**config.mk**
```make
export PLATFORM = sky130hd
export DESIGN_NAME = irq_event_unit
export DESIGN_NICKNAME = d
export VERILOG_FILES = /design/src/rtl/irq_event_pkg.sv /design/src/rtl/irq_reg_decode.sv /design/src/rtl/irq_event_slice.sv /design/src/rtl/irq_read_mux.sv /design/src/rtl/irq_event_unit.sv
export SDC_FILE = /design/constraint.sdc
export NUM_CORES = 1
export LEC_CHECK = 0
export ABC_AREA = 1
export ABC_CLOCK_PERIOD_IN_PS = 800
export CAP_MARGIN = 30
export CORE_MARGIN = 2
export CORE_UTILIZATION = 45
export DETAILED_ROUTE_END_ITERATION = 8
export DONT_BUFFER_PORTS = 1
export PLACE_DENSITY_LB_ADDON = 0.3
export SETUP_SLACK_MARGIN = 0.5
export SKIP_LAST_GASP = 1
export SYNTH_ARGS = -nofsm -noshare
export SYNTH_HDL_FRONTEND = slang
export SYNTH_HIERARCHICAL = 1
export SYNTH_SLANG_ARGS = --single-unit
export TNS_END_PERCENT = 20
```
**constraint.sdc**
```tcl
create_clock -name clk_i -period 0.8 [get_ports clk_i]
set_input_delay 0.04 -clock clk_i [delete_from_list [all_inputs] [get_ports clk_i]]
set_output_delay 0.04 -clock clk_i [all_outputs]
set_load 0.005 [all_outputs]
```
**src/rtl/irq_event_pkg.sv**
```systemverilog
package irq_event_pkg;
  localparam int SEL_W = 4;

  typedef enum logic [SEL_W-1:0] {
    REG_RAW      = 4'd0,
    REG_MASKED   = 4'd1,
    REG_EN_SET   = 4'd2,
    REG_EN_CLR   = 4'd3,
    REG_LEG_STAT = 4'd4,
    REG_LEG_EN   = 4'd5,
    REG_WAKE_EN  = 4'd6
  } reg_sel_e;
endpackage

```
**src/rtl/irq_reg_decode.sv**
```systemverilog
module irq_reg_decode
  import irq_event_pkg::*;
#(
  parameter int DATA_W = 32,
  parameter int NUM_EV = 2
) (
  input  logic              req_i,
  input  logic              we_i,
  input  logic [SEL_W-1:0]  addr_i,
  input  logic [DATA_W-1:0] wdata_i,
  output logic [NUM_EV-1:0] raw_set_o,
  output logic [NUM_EV-1:0] raw_clr_o,
  output logic [NUM_EV-1:0] en_set_o,
  output logic [NUM_EV-1:0] en_clr_o,
  output logic              en_load_o,
  output logic              wake_load_o,
  output logic [NUM_EV-1:0] bits_o
);
  logic     wr;
  reg_sel_e sel;
  logic     unused_wdata;

  assign wr           = req_i & we_i;
  assign sel          = reg_sel_e'(addr_i);
  assign bits_o       = wdata_i[NUM_EV-1:0];
  assign unused_wdata = ^wdata_i[DATA_W-1:NUM_EV];

  always_comb begin
    raw_set_o   = '0;
    raw_clr_o   = '0;
    en_set_o    = '0;
    en_clr_o    = '0;
    en_load_o   = 1'b0;
    wake_load_o = 1'b0;
    if (wr) begin
      case (sel)
        REG_RAW:                  raw_set_o   = bits_o;
        REG_MASKED, REG_LEG_STAT: raw_clr_o   = bits_o;
        REG_EN_SET:               en_set_o    = bits_o;
        REG_EN_CLR:               en_clr_o    = bits_o;
        REG_LEG_EN:               en_load_o   = 1'b1;
        REG_WAKE_EN:              wake_load_o = 1'b1;
        default: ;
      endcase
    end
  end
endmodule

```
**src/rtl/irq_event_slice.sv**
```systemverilog
module irq_event_slice (
  input  logic clk_i,
  input  logic rst_ni,
  input  logic ev_i,
  input  logic raw_set_i,
  input  logic raw_clr_i,
  input  logic en_set_i,
  input  logic en_clr_i,
  input  logic en_load_i,
  input  logic wake_load_i,
  input  logic bit_i,
  output logic raw_o,
  output logic en_o,
  output logic wake_en_o,
  output logic masked_o,
  output logic wake_req_o
);
  always_ff @(posedge clk_i or negedge rst_ni) begin
    if (!rst_ni) begin
      raw_o     <= 1'b0;
      en_o      <= 1'b0;
      wake_en_o <= 1'b0;
    end else begin
      // set sources dominate the clear
      raw_o <= ev_i | raw_set_i | (raw_o & ~raw_clr_i);
      if (en_load_i) en_o <= bit_i;
      else           en_o <= en_set_i | (en_o & ~en_clr_i);
      if (wake_load_i) wake_en_o <= bit_i;
    end
  end

  assign masked_o   = raw_o & en_o;
  assign wake_req_o = raw_o & wake_en_o;
endmodule

```
**src/rtl/irq_read_mux.sv**
```systemverilog
module irq_read_mux
  import irq_event_pkg::*;
#(
  parameter int DATA_W = 32,
  parameter int NUM_EV = 2
) (
  input  logic              rd_i,
  input  logic [SEL_W-1:0]  addr_i,
  input  logic [NUM_EV-1:0] raw_i,
  input  logic [NUM_EV-1:0] en_i,
  input  logic [NUM_EV-1:0] wake_i,
  output logic [DATA_W-1:0] rdata_o
);
  logic [NUM_EV-1:0] val;

  always_comb begin
    case (reg_sel_e'(addr_i))
      REG_RAW, REG_LEG_STAT:            val = raw_i;
      REG_MASKED:                       val = raw_i & en_i;
      REG_EN_SET, REG_EN_CLR, REG_LEG_EN: val = en_i;
      REG_WAKE_EN:                      val = wake_i;
      default:                          val = '0;
    endcase
    rdata_o = '0;
    if (rd_i) rdata_o[NUM_EV-1:0] = val;
  end
endmodule

```
**src/rtl/irq_event_unit.sv**
```systemverilog
module irq_event_unit
  import irq_event_pkg::*;
#(
  parameter int DATA_W = 32,
  parameter int NUM_EV = 2
) (
  input  logic              clk_i,
  input  logic              rst_ni,
  input  logic [NUM_EV-1:0] ev_i,
  input  logic              req_i,
  input  logic              we_i,
  input  logic [SEL_W-1:0]  addr_i,
  input  logic [DATA_W-1:0] wdata_i,
  output logic [DATA_W-1:0] rdata_o,
  output logic              irq_o,
  output logic              wake_o
);
  logic [NUM_EV-1:0] raw_set, raw_clr, en_set, en_clr, bits;
  logic              en_load, wake_load;
  logic [NUM_EV-1:0] raw_q, en_q, wake_q, masked, wake_req;

  irq_reg_decode #(.DATA_W(DATA_W), .NUM_EV(NUM_EV)) i_decode (
    .req_i       (req_i),
    .we_i        (we_i),
    .addr_i      (addr_i),
    .wdata_i     (wdata_i),
    .raw_set_o   (raw_set),
    .raw_clr_o   (raw_clr),
    .en_set_o    (en_set),
    .en_clr_o    (en_clr),
    .en_load_o   (en_load),
    .wake_load_o (wake_load),
    .bits_o      (bits)
  );

  for (genvar k = 0; k < NUM_EV; k++) begin : g_ev
    irq_event_slice i_slice (
      .clk_i       (clk_i),
      .rst_ni      (rst_ni),
      .ev_i        (ev_i[k]),
      .raw_set_i   (raw_set[k]),
      .raw_clr_i   (raw_clr[k]),
      .en_set_i    (en_set[k]),
      .en_clr_i    (en_clr[k]),
      .en_load_i   (en_load),
      .wake_load_i (wake_load),
      .bit_i       (bits[k]),
      .raw_o       (raw_q[k]),
      .en_o        (en_q[k]),
      .wake_en_o   (wake_q[k]),
      .masked_o    (masked[k]),
      .wake_req_o  (wake_req[k])
    );
  end

  irq_read_mux #(.DATA_W(DATA_W), .NUM_EV(NUM_EV)) i_rmux (
    .rd_i    (req_i & ~we_i),
    .addr_i  (addr_i),
    .raw_i   (raw_q),
    .en_i    (en_q),
    .wake_i  (wake_q),
    .rdata_o (rdata_o)
  );

  assign irq_o  = |masked;
  assign wake_o = |wake_req;
endmodule

```
Yosys cells after proc, flatten, opt, wreduce, memory -nomap -nowiden
Index checks and enable logic that the tools add are counted.
{"block": "word_totals", "regBits": 6, "inputBits": 42, "output_inout_bits": 34, "wordCells": 56}
{"block": "op_classes", "n_mux": 16, "n_bitwise": 22, "reduce_logical": 6, "n_eq_ne": 6}
{"cell": "$mux W2", "count": 9}
{"cell": "$eq A4 B3 Y1 const B", "count": 3}
{"cell": "$and A1 B1 Y1", "count": 10}
{"cell": "$eq A4 B2 Y1 const B", "count": 2}
{"cell": "$pmux W2 S4", "count": 1}
{"cell": "$reduce_or A2 Y1", "count": 4}
{"cell": "$mux W1", "count": 6}
{"cell": "$or A1 B1 Y1", "count": 6}
{"cell": "$not A1 Y1", "count": 5}
{"cell": "$eq A4 B1 Y1 const B", "count": 1}
{"cell": "$logic_not A4 Y1", "count": 1}
{"cell": "$reduce_or A3 Y1", "count": 1}
{"cell": "$and A2 B2 Y2", "count": 1}

Depth between registers and ports, before layout
{"block": "logic_depth", "depth_word": 7, "depth_mapped": 7, "ltp_nobuf": 7}

Modules after synthesis
Netlist, hierarchy kept.
{"mod": "irq_read_mux", "cells_per_inst": 59, "area_per_inst_um2": 352.8, "instances": 1, "seq_area_each_um2": 0.0}
{"mod": "irq_event_slice", "cells_per_inst": 19, "area_per_inst_um2": 138.9, "instances": 2, "seq_area_each_um2": 75.1}
{"mod": "irq_reg_decode", "cells_per_inst": 28, "area_per_inst_um2": 126.4, "instances": 1, "seq_area_each_um2": 0.0}
{"mod": "irq_event_unit", "cells_per_inst": 8, "area_per_inst_um2": 32.5, "instances": 1, "seq_area_each_um2": 0.0}

Worst setup path after synthesis
Ideal clock, no wire load.
{"block": "synth_path", "kind": "in2reg", "start": "input req_i", "end": "register g_ev[0].i_slice.en_o", "t_required_ns": 0.679, "stages": 7, "path_slack_ns": 0.022, "setup_ns": 0.121, "arrival_ns": 0.657, "cell_sequence": "nand2_1 > inv_1 > nand2_1 > nor3_1 > inv_1 > nor2_1 > a21oi_1"}
{"block": "synth_via", "word_cells_on_any_way": 8, "classes_between": "4 x mux; 4 x bitwise"}
{"element": "from (decl)", "line": "irq_event_unit.sv:10", "source": "input logic req_i,"}
{"element": "$and A1 B1 Y1", "line": "irq_reg_decode.sv:23", "source": "assign wr = req_i & we_i;"}
{"element": "$mux W1", "line": "irq_reg_decode.sv:35", "source": "if (wr) begin"}
{"element": "net en_load", "line": "irq_event_unit.sv:19", "source": "logic en_load, wake_load;"}
{"element": "$mux W1", "line": "irq_event_slice.sv:26", "source": "if (en_load_i) en_o <= bit_i;"}
{"element": "to (signal assigned)", "line": "irq_event_slice.sv:26"}
{"element": "to (signal assigned)", "line": "irq_event_slice.sv:27", "source": "else en_o <= en_set_i | (en_o & ~en_clr_i);"}
{"element": "to (decl)", "line": "irq_event_slice.sv:13", "source": "output logic en_o,"}
The timed path passes the listed nets, and every way through them passes these cells.
A chain may end at the register's enable or synchronous reset.

Final worst setup path
{"block": "layout_path", "start": "register g_ev[0].i_slice.wake_en_o", "end": "output rdata_o[0]"}
{"block": "layout_via", "elab_chain_cells": 2}
{"element": "from (decl)", "line": "irq_event_slice.sv:14", "source": "output logic wake_en_o,"}
{"element": "from (signal assigned)", "line": "irq_event_slice.sv:28", "source": "if (wake_load_i) wake_en_o <= bit_i;"}
{"element": "$pmux W2 S4", "line": "irq_read_mux.sv:17", "source": "case (reg_sel_e'(addr_i))"}
{"element": "$mux W2", "line": "irq_read_mux.sv:25", "source": "if (rd_i) rdata_o[NUM_EV-1:0] = val;"}
{"element": "to (decl)", "line": "irq_event_unit.sv:14", "source": "output logic [DATA_W-1:0] rdata_o,"}
No other way between the ends.

==> metrics.txt <==
first-pass GRT wire length 2277 um; CP endpoint kind output pin; H-tree level count 1; RSZ-0062 raised after global routing yes; CTS Buffer Depth 2; drt pass-1 iters 4; ys flop type dfrtp_1; Worst Skew 0 ns; count of hold-fix buffers inserted at cts 1; Synth Cell Area 789.5 um2; most frequent cell after synthesis buf_4; Final Hold Fails 6; crit start category flip-flop; syn avg cell area 5.936 um2; final net count 183; Seq cells post-synth 6; total power 1009 uW; DP HPWL 1106 um; vias in the first global route 546; Clk pin slew, worst setup/hold paths 0.04 ns; GRT Overall Usage 0.1514; Starting Density 0.4674; Synth top cells by count 32 x buf_4, 24 x inv_1, 23 x nand2_1, 21 x nor2_1, 6 x dfrtp_1; Fmax 938.5 MHz; DIE WIDTH 45.89 um; die height 45.89 um; Area Overhead vs Synth -0.6339%; antenna fix cells 0; CTS Root Cell clkbuf_4; io pins 76; Arr. time, crit path 1.03 ns; total wire length 1412 um; remaining global-route overflow 0; Antenna Nets Post-Route 0; outcome finished, violations left; Slew Viols, Final 0; Worst EP required 0.76 ns; CP max stage cell dfrtp_1; CP Class reg2out; violated checks negative hold slack, negative setup slack; Post-synth EDFFs 0; Worst Hold Class in2reg; Place WS 0.005103 ns; Worst Hold Slack -0.08377 ns; largest net degree at the start of global routing 11; PortBufs 0; Synth Warn # 6; post-DR wirelength/cell 9.051 um; Max-Cap Viols 0; 1st-iter DRT viols 12; final setup vio count 5; CP max FO 3; Vias per Instance 4.353; Cells after Synth 133; routability cong. 0.8655; worst skew pair latency 0.24 ns; Top delay family on crit path flip-flops; share of cells above drive strength 1 0.1367; share of the synthesized area in the top cell type 0.3043; via count 679; core area 0.001689 mm2; Std-Cell Rows 15; die area 0.002105 mm2; post-synthesis sequential area ratio 0.1902; total CTS buffers 3; Multi-input gate area 440.4 um2; crit path time final 1.066 ns; largest area contributor in the netlist buf_4; Leakage 0.0004576 uW; Synth area leaders buf_4 30%, dfrtp_1 19%, inv_1 11%; Buf/Inv on CP 0; register area 150.1 um2; part of the cycle the worst path needs 1.332; CP most frequent cell nor2_1; initial antenna violation count 0; filler cell count 195; TritonCTS clock tree built; peak supply drop 0.001165 V; PD cells 1286 mW/mm2; Worst path max stage delay 0.40 ns; Num Clock Sinks 6; critical path, cell by cell nand4_1 > nand2_1 > nor2_1 > nor2_1; asr flop ratio synth 1.000; drt drc 0; setup slack after layout -0.2655 ns; post-synthesis cell type count 13
==> worst register-to-register path, stage by stage (launching register included) <==
cell and delay, ns:
dfrtp_1 0.41, buf_4 0.15, nand2_1 0.06, a21oi_1 0.07
==> what timing repair did <==
| action | 4_1_cts | 5_1_grt |
|---|---|---|
| pin swaps | 0 | 5 |
| buffers inserted | 1 | 4 |
| gates resized for setup | 0 | 1 |
| endpoints found under the setup margin | 10 | 16 |
| hold endpoints to repair | 12 | 6 |
==> cells in the final DEF, fill, tap and decap left out <==
master / n
nor3_1: 1
nor3_2: 1
inv_1: 23
nand3_1: 5
buf_6: 1
buf_4: 4
conb_1: 30
nand2_2: 2
dfrtp_1: 6
inv_2: 1
nor2_1: 21
nand2_1: 21
clkbuf_4: 3
nor3_4: 1
nor2_2: 4
dlygate4sd3_1: 1
nand4_1: 4
o21ai_1: 4
nor2_4: 1
inv_6: 1
a21oi_1: 4
==> metrics by stage <==
| step | TNS, ns | cell area [um2] | std cells | utilization |
|---|---|---|---|---|
| 3_3_place_gp | 0 | 710.7 | 147 | 0.4207 |
| 2_1_floorplan | 0 | 929.6 | 162 | - |
| 6_report | -0.8846 | 784.5 | 156 | 0.4644 |
| 4_1_cts | -0.7587 | 750.7 | 152 | 0.4444 |
| 3_5_place_dp | 0 | 710.7 | 147 | 0.4207 |
| 5_1_grt | -1.281 | 784.5 | 156 | 0.4644 |
==> path summary, 6_finish.rpt <==
kind                                           start  slack (ns)  cells after the start                         to
max in group asynchronous                     rst_ni        0.48                      1       g_ev[1].i_slice/en_o
hold / removal                               ev_i[0]       -0.08                      2      g_ev[0].i_slice/raw_o
setup reg to reg                g_ev[0].i_slice/en_o       -0.01                      3       g_ev[0].i_slice/en_o
setup / recovery           g_ev[0].i_slice/wake_en_o       -0.27                      4                 rdata_o[0]
hold reg to reg            g_ev[1].i_slice/wake_en_o        0.54                      2  g_ev[1].i_slice/wake_en_o
min in group asynchronous                     rst_ni        0.11                      1  g_ev[1].i_slice/wake_en_o
==> state kept, by name (all words and copies together), names as in the netlist <==
| name | cells |
|---|---|
| g_ev.i_slice/en_o | 2 |
| g_ev.i_slice/raw_o | 2 |
| g_ev.i_slice/wake_en_o | 2 |
==> logic make-up (layout without fill, tap and decap cells) <==
logic type             after synthesis  count (layout)  synth area share
AOI/OAI and AO/OA                    8               8           0.05072
buffers and inverters               57              34            0.4231
DFF                                  6               6            0.1902
other                                1              30          0.004750
and+or+nand+nor                     61              61            0.3312
==> per-layer routing <==
metal / vias up / wire [um] / share of wire / GRT usage
met5: - / 0 / 0 / 0
met4: 0 / 8 / 0.0057 / 0.03429
met1: 304 / 577 / 0.41 / 0.1840
li1: 349 / - / - / -
met3: 2 / 94 / 0.067 / 0.05556
met2: 24 / 732 / 0.52 / 0.2528
==> report_power, final <==
group,switching (uW),internal [uW]
combinational,189,132
clock,98.6,169
sequential,61.6,358
==> cell type report <==
class,instances,area share
clock buffer,3,0.02871
inverter,25,0.1260
multi-input combinational,99,0.5614
sequential,6,0.1914
tap,17,0.02711
timing repair buffer,6,0.06539
(Power assumes the default switching activity.)
